### config.mk
export PLATFORM = sky130hd
export DESIGN_NAME = mac_unit
export DESIGN_NICKNAME = d
export VERILOG_FILES = /design/src/rtl/mac_pkg.sv /design/src/rtl/mac_step.sv /design/src/rtl/mac_accum.sv /design/src/rtl/mac_narrow.sv /design/src/rtl/mac_unit.sv
export SDC_FILE = /design/constraint.sdc
export NUM_CORES = 2
export LEC_CHECK = 0
export CELL_PAD_IN_SITES_DETAIL_PLACEMENT = 1
export CELL_PAD_IN_SITES_GLOBAL_PLACEMENT = 1
export CORE_UTILIZATION = 45
export DETAILED_ROUTE_END_ITERATION = 10
export DONT_BUFFER_PORTS = 1
export PLACE_DENSITY_LB_ADDON = 0.08
export SYNTH_ARGS = -nofsm -noshare
export SYNTH_HDL_FRONTEND = slang
export SYNTH_SLANG_ARGS = --single-unit
### constraint.sdc
create_clock -name clk -period 8.7 [get_ports clk]
set_input_delay 1.74 -clock clk [delete_from_list [all_inputs] [get_ports clk]]
set_output_delay 1.74 -clock clk [all_outputs]
set_load 0.05 [all_outputs]
### src/rtl/mac_pkg.sv
package mac_pkg;
    typedef enum logic [1:0] {
        ST_IDLE = 2'd0,
        ST_MUL  = 2'd1,
        ST_ACC  = 2'd2
    } mac_state_e;
endpackage

### src/rtl/mac_step.sv
// One radix-2^CHUNK iteration: adds the partial product of the lowest
// remaining multiplier byte, shifts both operands, and decides whether
// the remaining multiplier bits allow an early stop.
module mac_step #(
    parameter int unsigned WIDTH = 32,
    parameter int unsigned CHUNK = 8
) (
    input  logic [2*WIDTH-1:0] prod_i,
    input  logic [2*WIDTH-1:0] mcand_i,
    input  logic [WIDTH-1:0]   mrem_i,
    input  logic               sgn_i,
    input  logic               last_i,
    output logic [2*WIDTH-1:0] prod_o,
    output logic [2*WIDTH-1:0] mcand_o,
    output logic [WIDTH-1:0]   mrem_o,
    output logic               finish_o
);
    localparam int unsigned PW = 2 * WIDTH;

    logic [PW-1:0]    chunk_ext;
    logic [PW-1:0]    partial;
    logic             rem_zero;
    logic             rem_ones;
    logic             correct;

    always_comb begin
        chunk_ext = PW'(mrem_i[CHUNK-1:0]);
        partial   = mcand_i * chunk_ext;
        mcand_o   = mcand_i << CHUNK;
        if (sgn_i) begin
            mrem_o = $unsigned($signed(mrem_i) >>> CHUNK);
        end else begin
            mrem_o = mrem_i >> CHUNK;
        end
        rem_zero = ~|mrem_o;
        rem_ones = &mrem_o;
        finish_o = last_i | rem_zero | (sgn_i & rem_ones);
        // a negative remainder of all ones weighs -1 at the next byte position
        correct  = sgn_i & rem_ones;
        prod_o   = prod_i + partial - (correct ? mcand_o : '0);
    end
endmodule

### src/rtl/mac_accum.sv
// 64-bit accumulate done as two word additions joined by the carry.
module mac_accum #(
    parameter int unsigned WIDTH = 32
) (
    input  logic [2*WIDTH-1:0] prod_i,
    input  logic [WIDTH-1:0]   add_lo_i,
    input  logic [WIDTH-1:0]   add_hi_i,
    input  logic               sgn_i,
    output logic [2*WIDTH-1:0] sum_o,
    output logic               ovf_o
);
    logic [WIDTH:0] lo_sum;
    logic [WIDTH:0] hi_sum;
    logic [WIDTH-1:0] p_hi;

    always_comb begin
        p_hi   = prod_i[2*WIDTH-1:WIDTH];
        lo_sum = {1'b0, prod_i[WIDTH-1:0]} + {1'b0, add_lo_i};
        hi_sum = {1'b0, p_hi} + {1'b0, add_hi_i} + {{WIDTH{1'b0}}, lo_sum[WIDTH]};
        sum_o  = {hi_sum[WIDTH-1:0], lo_sum[WIDTH-1:0]};
        if (sgn_i) begin
            ovf_o = (p_hi[WIDTH-1] == add_hi_i[WIDTH-1]) &&
                    (hi_sum[WIDTH-1] != p_hi[WIDTH-1]);
        end else begin
            ovf_o = hi_sum[WIDTH];
        end
    end
endmodule

### src/rtl/mac_narrow.sv
// Does the double-width value fit in one word?
module mac_narrow #(
    parameter int unsigned WIDTH = 32
) (
    input  logic [2*WIDTH-1:0] val_i,
    input  logic               sgn_i,
    output logic               ovf_o
);
    logic [WIDTH-1:0] hi_ref;

    always_comb begin
        hi_ref = sgn_i ? {WIDTH{val_i[WIDTH-1]}} : '0;
        ovf_o  = (val_i[2*WIDTH-1:WIDTH] != hi_ref);
    end
endmodule

### src/rtl/mac_unit.sv
module mac_unit #(
    parameter int unsigned WIDTH = 32,
    parameter int unsigned CHUNK = 8
) (
    input  logic             clk,
    input  logic             rst_n,
    input  logic             start,
    input  logic             op_signed,
    input  logic             acc_en,
    input  logic [WIDTH-1:0] mul_a,
    input  logic [WIDTH-1:0] mul_b,
    input  logic [WIDTH-1:0] acc_lo,
    input  logic [WIDTH-1:0] acc_hi,
    output logic [WIDTH-1:0] res_lo,
    output logic [WIDTH-1:0] res_hi,
    output logic             ovf_narrow,
    output logic             ovf_acc,
    output logic             done
);
    import mac_pkg::*;

    localparam int unsigned PW     = 2 * WIDTH;
    localparam int unsigned NCHUNK = WIDTH / CHUNK;
    localparam int unsigned CW     = (NCHUNK > 1) ? $clog2(NCHUNK) : 1;

    typedef struct packed {
        mac_state_e       state;
        logic             sgn;
        logic             acc;
        logic [PW-1:0]    mcand;
        logic [WIDTH-1:0] mrem;
        logic [PW-1:0]    prod;
        logic [CW-1:0]    step;
        logic [WIDTH-1:0] add_lo;
        logic [WIDTH-1:0] add_hi;
        logic [PW-1:0]    res;
        logic             ovf_n;
        logic             ovf_a;
        logic             done;
    } mac_regs_t;

    mac_regs_t regs_d, regs_q;

    logic [PW-1:0]    prod_nxt;
    logic [PW-1:0]    mcand_nxt;
    logic [WIDTH-1:0] mrem_nxt;
    logic             step_finish;
    logic             step_last;
    logic [PW-1:0]    acc_sum;
    logic             acc_ovf;
    logic [PW-1:0]    narrow_in;
    logic             narrow_ovf;
    logic [PW-1:0]    mcand_load;

    assign step_last = (regs_q.step == CW'(NCHUNK - 1));

    mac_step #(.WIDTH(WIDTH), .CHUNK(CHUNK)) step_i (
        .prod_i   (regs_q.prod),
        .mcand_i  (regs_q.mcand),
        .mrem_i   (regs_q.mrem),
        .sgn_i    (regs_q.sgn),
        .last_i   (step_last),
        .prod_o   (prod_nxt),
        .mcand_o  (mcand_nxt),
        .mrem_o   (mrem_nxt),
        .finish_o (step_finish)
    );

    mac_accum #(.WIDTH(WIDTH)) accum_i (
        .prod_i   (regs_q.prod),
        .add_lo_i (regs_q.add_lo),
        .add_hi_i (regs_q.add_hi),
        .sgn_i    (regs_q.sgn),
        .sum_o    (acc_sum),
        .ovf_o    (acc_ovf)
    );

    assign narrow_in = (regs_q.state == ST_ACC) ? acc_sum : prod_nxt;

    mac_narrow #(.WIDTH(WIDTH)) narrow_i (
        .val_i (narrow_in),
        .sgn_i (regs_q.sgn),
        .ovf_o (narrow_ovf)
    );

    always_comb begin
        mcand_load = op_signed ? {{WIDTH{mul_a[WIDTH-1]}}, mul_a}
                               : {{WIDTH{1'b0}}, mul_a};
        regs_d      = regs_q;
        regs_d.done = 1'b0;
        unique case (regs_q.state)
            ST_IDLE: begin
                if (start) begin
                    regs_d.state  = ST_MUL;
                    regs_d.sgn    = op_signed;
                    regs_d.acc    = acc_en;
                    regs_d.mcand  = mcand_load;
                    regs_d.mrem   = mul_b;
                    regs_d.prod   = '0;
                    regs_d.step   = '0;
                    regs_d.add_lo = acc_lo;
                    regs_d.add_hi = acc_hi;
                end
            end
            ST_MUL: begin
                regs_d.prod  = prod_nxt;
                regs_d.mcand = mcand_nxt;
                regs_d.mrem  = mrem_nxt;
                regs_d.step  = regs_q.step + 1'b1;
                if (step_finish) begin
                    if (regs_q.acc) begin
                        regs_d.state = ST_ACC;
                    end else begin
                        regs_d.state = ST_IDLE;
                        regs_d.done  = 1'b1;
                        regs_d.res   = prod_nxt;
                        regs_d.ovf_n = narrow_ovf;
                        regs_d.ovf_a = 1'b0;
                    end
                end
            end
            ST_ACC: begin
                regs_d.state = ST_IDLE;
                regs_d.done  = 1'b1;
                regs_d.res   = acc_sum;
                regs_d.ovf_n = narrow_ovf;
                regs_d.ovf_a = acc_ovf;
            end
            default: regs_d.state = ST_IDLE;
        endcase
    end

    always_ff @(posedge clk) begin
        if (!rst_n) begin
            regs_q <= '0;
        end else begin
            regs_q <= regs_d;
        end
    end

    assign res_lo     = regs_q.res[WIDTH-1:0];
    assign res_hi     = regs_q.res[PW-1:WIDTH];
    assign ovf_narrow = regs_q.ovf_n;
    assign ovf_acc    = regs_q.ovf_a;
    assign done       = regs_q.done;
endmodule

==> run_results.csv <==
group,metric,value,unit
route,wirelength,118000,um
logic_synthesis,synth_top_flop_cell,"dfxtp_1",
timing,hold_viol,0,
cts,cts_htree_levels,2,
setup_path,path_common_cell,"fa_1",
logic_synthesis,async_flop_share,0,%
die,start_util,45.6,%
finish,nets,4930,
global_route,grt_pass1_vias,30800,
logic_synthesis,netlist_area,34700,sq um
finish,nFillCells,9300,
route,via_count,29400,
logic_synthesis,synth_edf_count,0,
timing,max_slew_margin,20.0,%
finish,drive_gt1_share,3.66,%
setup_path,path_max_fanout,29,
die,core_area,76100,sq um
cts,clock-sinks,297,
cts,clkTransAtPathRegs,0.06,ns
setup_path,slowest_delay,0.60,ns
setup_path,worst_r2r_path_depth,28,
timing,rsz0062_at_grt,"false",
global_route,antenna_found_initial,11,
cts,root_buffer,"clkbuf_16",
global_route,grt.total_usage,30.8,%
timing,period_share,97.2,%
timing,worstMarginPinSlew,1.19,ns
placed_design,gp_congestion,0.919,
placed_design,dp_slack,0.0557,ns
logic_synthesis,synth.ff_latch_count,297,
cts,cts_tree,"done",
die,fp.dieH,280,um
route,drt-pass1-iter-count,5,
flow_run,drv_cap,0,
route,wl_per_cell,22.5,um
logic_synthesis,synthesis.nets,5169,
timing,finalMaxSlewViolations,0,
setup_path,cp.arrival,8.92,ns
die,pin_count,200,
timing,fin_skew,0.0387,ns
timing,fmax,118,MHz
worst_hold_path,hold_path_depth,2,
route,drt_iter0_markers,1955,
power_and_ir_drop,power_leakage,16.7,nW
route,drc,0,
global_route,grt_pass1_wl,186000,um
setup_path,worstSetupEndpointType,"flip-flop",
logic_synthesis,ys_warn_count,0,
timing,period_needed,8.45,ns
die,die_area,78200,sq um
logic_synthesis,netlist-cell-type-count,81,
die,fp.dieW,280,um
die,rows,101,
global_route,grt_max_degree,121,
power_and_ir_drop,power.density,389,nW/um^2
finish,ff_latch_area,5950,sq um
setup_path,required,9.17,ns
cts,cts.path.max_buffers,3,
logic_synthesis,synth_cells,4425,
worst_hold_path,hold_class,"reg -> reg",
placed_design,dpl.hpwl,91300,um
finish,multi_input_area,24500,sq um
timing,worst_slack,0.248,ns
route,vias_per_cell,5.61,
cts,clk_latency,0.59,ns
run_status,status,"finished clean",
setup_path,worstSetupPathType,"reg -> reg",
timing,setup_tns,0,ns
cts,cts_buffers,39,
global_route,grt-ovfl-total,0,
logic_synthesis,synth_seq_area_share,17.1,%
finish,area_delta_synth_final,4.63,%
placed_design,io_buffer_count,0,
power_and_ir_drop,peakVddDrop,247,uV
logic_synthesis,avgSynthCellArea,7.84,sq um
setup_path,crit_slowest_cell,"a211oi_1",
route,postRouteAntennaNets,0,
timing,finalSetupViolCount,0,
setup_path,worstSetupStartpointType,"flip-flop",
-- where the power goes --
group,internal (W),switching (W),total (W)
sequential,0.00153,0.000353,0.00188
combinational,0.00370,0.00695,0.0106
clock,0.000905,0.000693,0.00160
-- routing by layer --
layer	vias up	routed length (um)	GRT usage (%)
li1	13500	-	-
met1	14900	56900	46.1
met2	864	49700	45.2
met3	132	9390	6.81
met4	14	2170	6.26
met5	-	79	0
-- cells in the mapped netlist, drive strengths merged (4+ instances only) --
master	instances	area, sq um
o41ai	4	42.6
and4	6	52.6
and2	302	1890
and3	12	75.1
a21o	65	488
a31o	4	35.0
o21ai	189	946
a221oi	6	58.8
a211o	9	78.8
nand2	574	2150
nor4	17	106
o22ai	62	388
o21a	24	180
nand3	38	190
a22oi	101	758
a211oi	25	198
o31a	7	61.3
clkbuf	260	976
o211ai	14	105
mux2	5	56.3
a21oi	320	1600
fa	469	9390
nor2b	7	43.8
a32oi	5	43.8
a2111oi	8	70.1
dfxtp	297	5950
nand2b	15	93.8
a21boi	7	52.6
inv	746	2800
o21bai	18	135
or3	4	25.0
mux2i	6	60.1
nand4	36	225
o31ai	11	87.6
nor3	25	125
a31oi	14	87.6
xor2	50	438
xnor2	79	692
ha	142	1780
or2	6	37.5
buf	74	529
nor2	322	1210
-- cell families (layout without fill, tap and decap cells) --
group	count (synthesis)	in the layout	synth area share (%)
buffers and inverters	1080	865	12.4
xor gates and xnor gates	129	129	3.26
and+or+nand+nor	1375	1375	18.2
other	0	3	0
adders and majority gates	611	611	32.2
AOI/OAI and AO/OA	922	922	16.4
muxes	11	11	0.336
DFF	297	297	17.1
-- worst paths after layout --
path / from / end / slack, ns
setup reg to reg: regs_q[216] / ovf_narrow / 0.25
hold reg to reg: regs_q[95] / regs_q[95] / 0.46
hold / removal: regs_q[95] / regs_q[95] / 0.46
setup / recovery: regs_q[216] / ovf_narrow / 0.25
-- worst max-delay path, delay by kind of cell, from the launching register on --
family	cells	cell delay (ns)
multiplexers	1	0.29
flip-flops	1	0.39
buffers and inverters	5	0.61
AO/OA/AOI/OAI	6	1.93
AND/OR/NAND/NOR	10	2.17
adder cells (fa/ha/maj)	6	2.92
-- flip-flops by register name (all words and copies together) (netlist names) --
name and count:
regs_q 230, res_hi 32, res_lo 32, done 1, ovf_acc 1, ovf_narrow 1
-- area by class of cell --
class                   instances  area share, %
well taps                    1030           3.55
inverters                     746           7.73
clock inverters                14          0.348
flip-flops and latches        297           16.4
multi-input cells            3048           67.6
repair buffers                 54           1.33
diodes                          3         0.0207
clock buffers                  51           2.98
-- layout by cell type (no fill, tap or decap), drive strengths merged, types with 50 or more instances in the layout --
cell type	n
and2	302
xor2	50
nand2	574
nor2	322
o22ai	62
a21oi	320
fa	469
inv	748
o21ai	189
buf	53
xnor2	79
a22oi	101
ha	142
dfxtp	297
a21o	65
clkbuf	51
-- through the flow --
step	area, sq um	hold slack (ns)	util (%)	power [W]	std cells
global placement	35000	0.451	46.0	0.0122	5173
CTS	36200	0.464	47.6	0.0140	5238
global route	36300	0.476	47.7	0.0152	5241
floorplan	34700	0.432	-	0.00883	4425
finish	36300	0.461	47.7	0.0141	5243
detailed placement	35000	0.455	46.0	0.0123	5173
-- what timing repair did --
item	in CTS	in global routing
gates resized for setup	1	10
setup endpoints to repair	1	3
setup buffers	0	1
hold buffers	0	0
pin swaps	0	1
cloned	0	1
No activity file was read; power rests on OpenSTA's default activity.
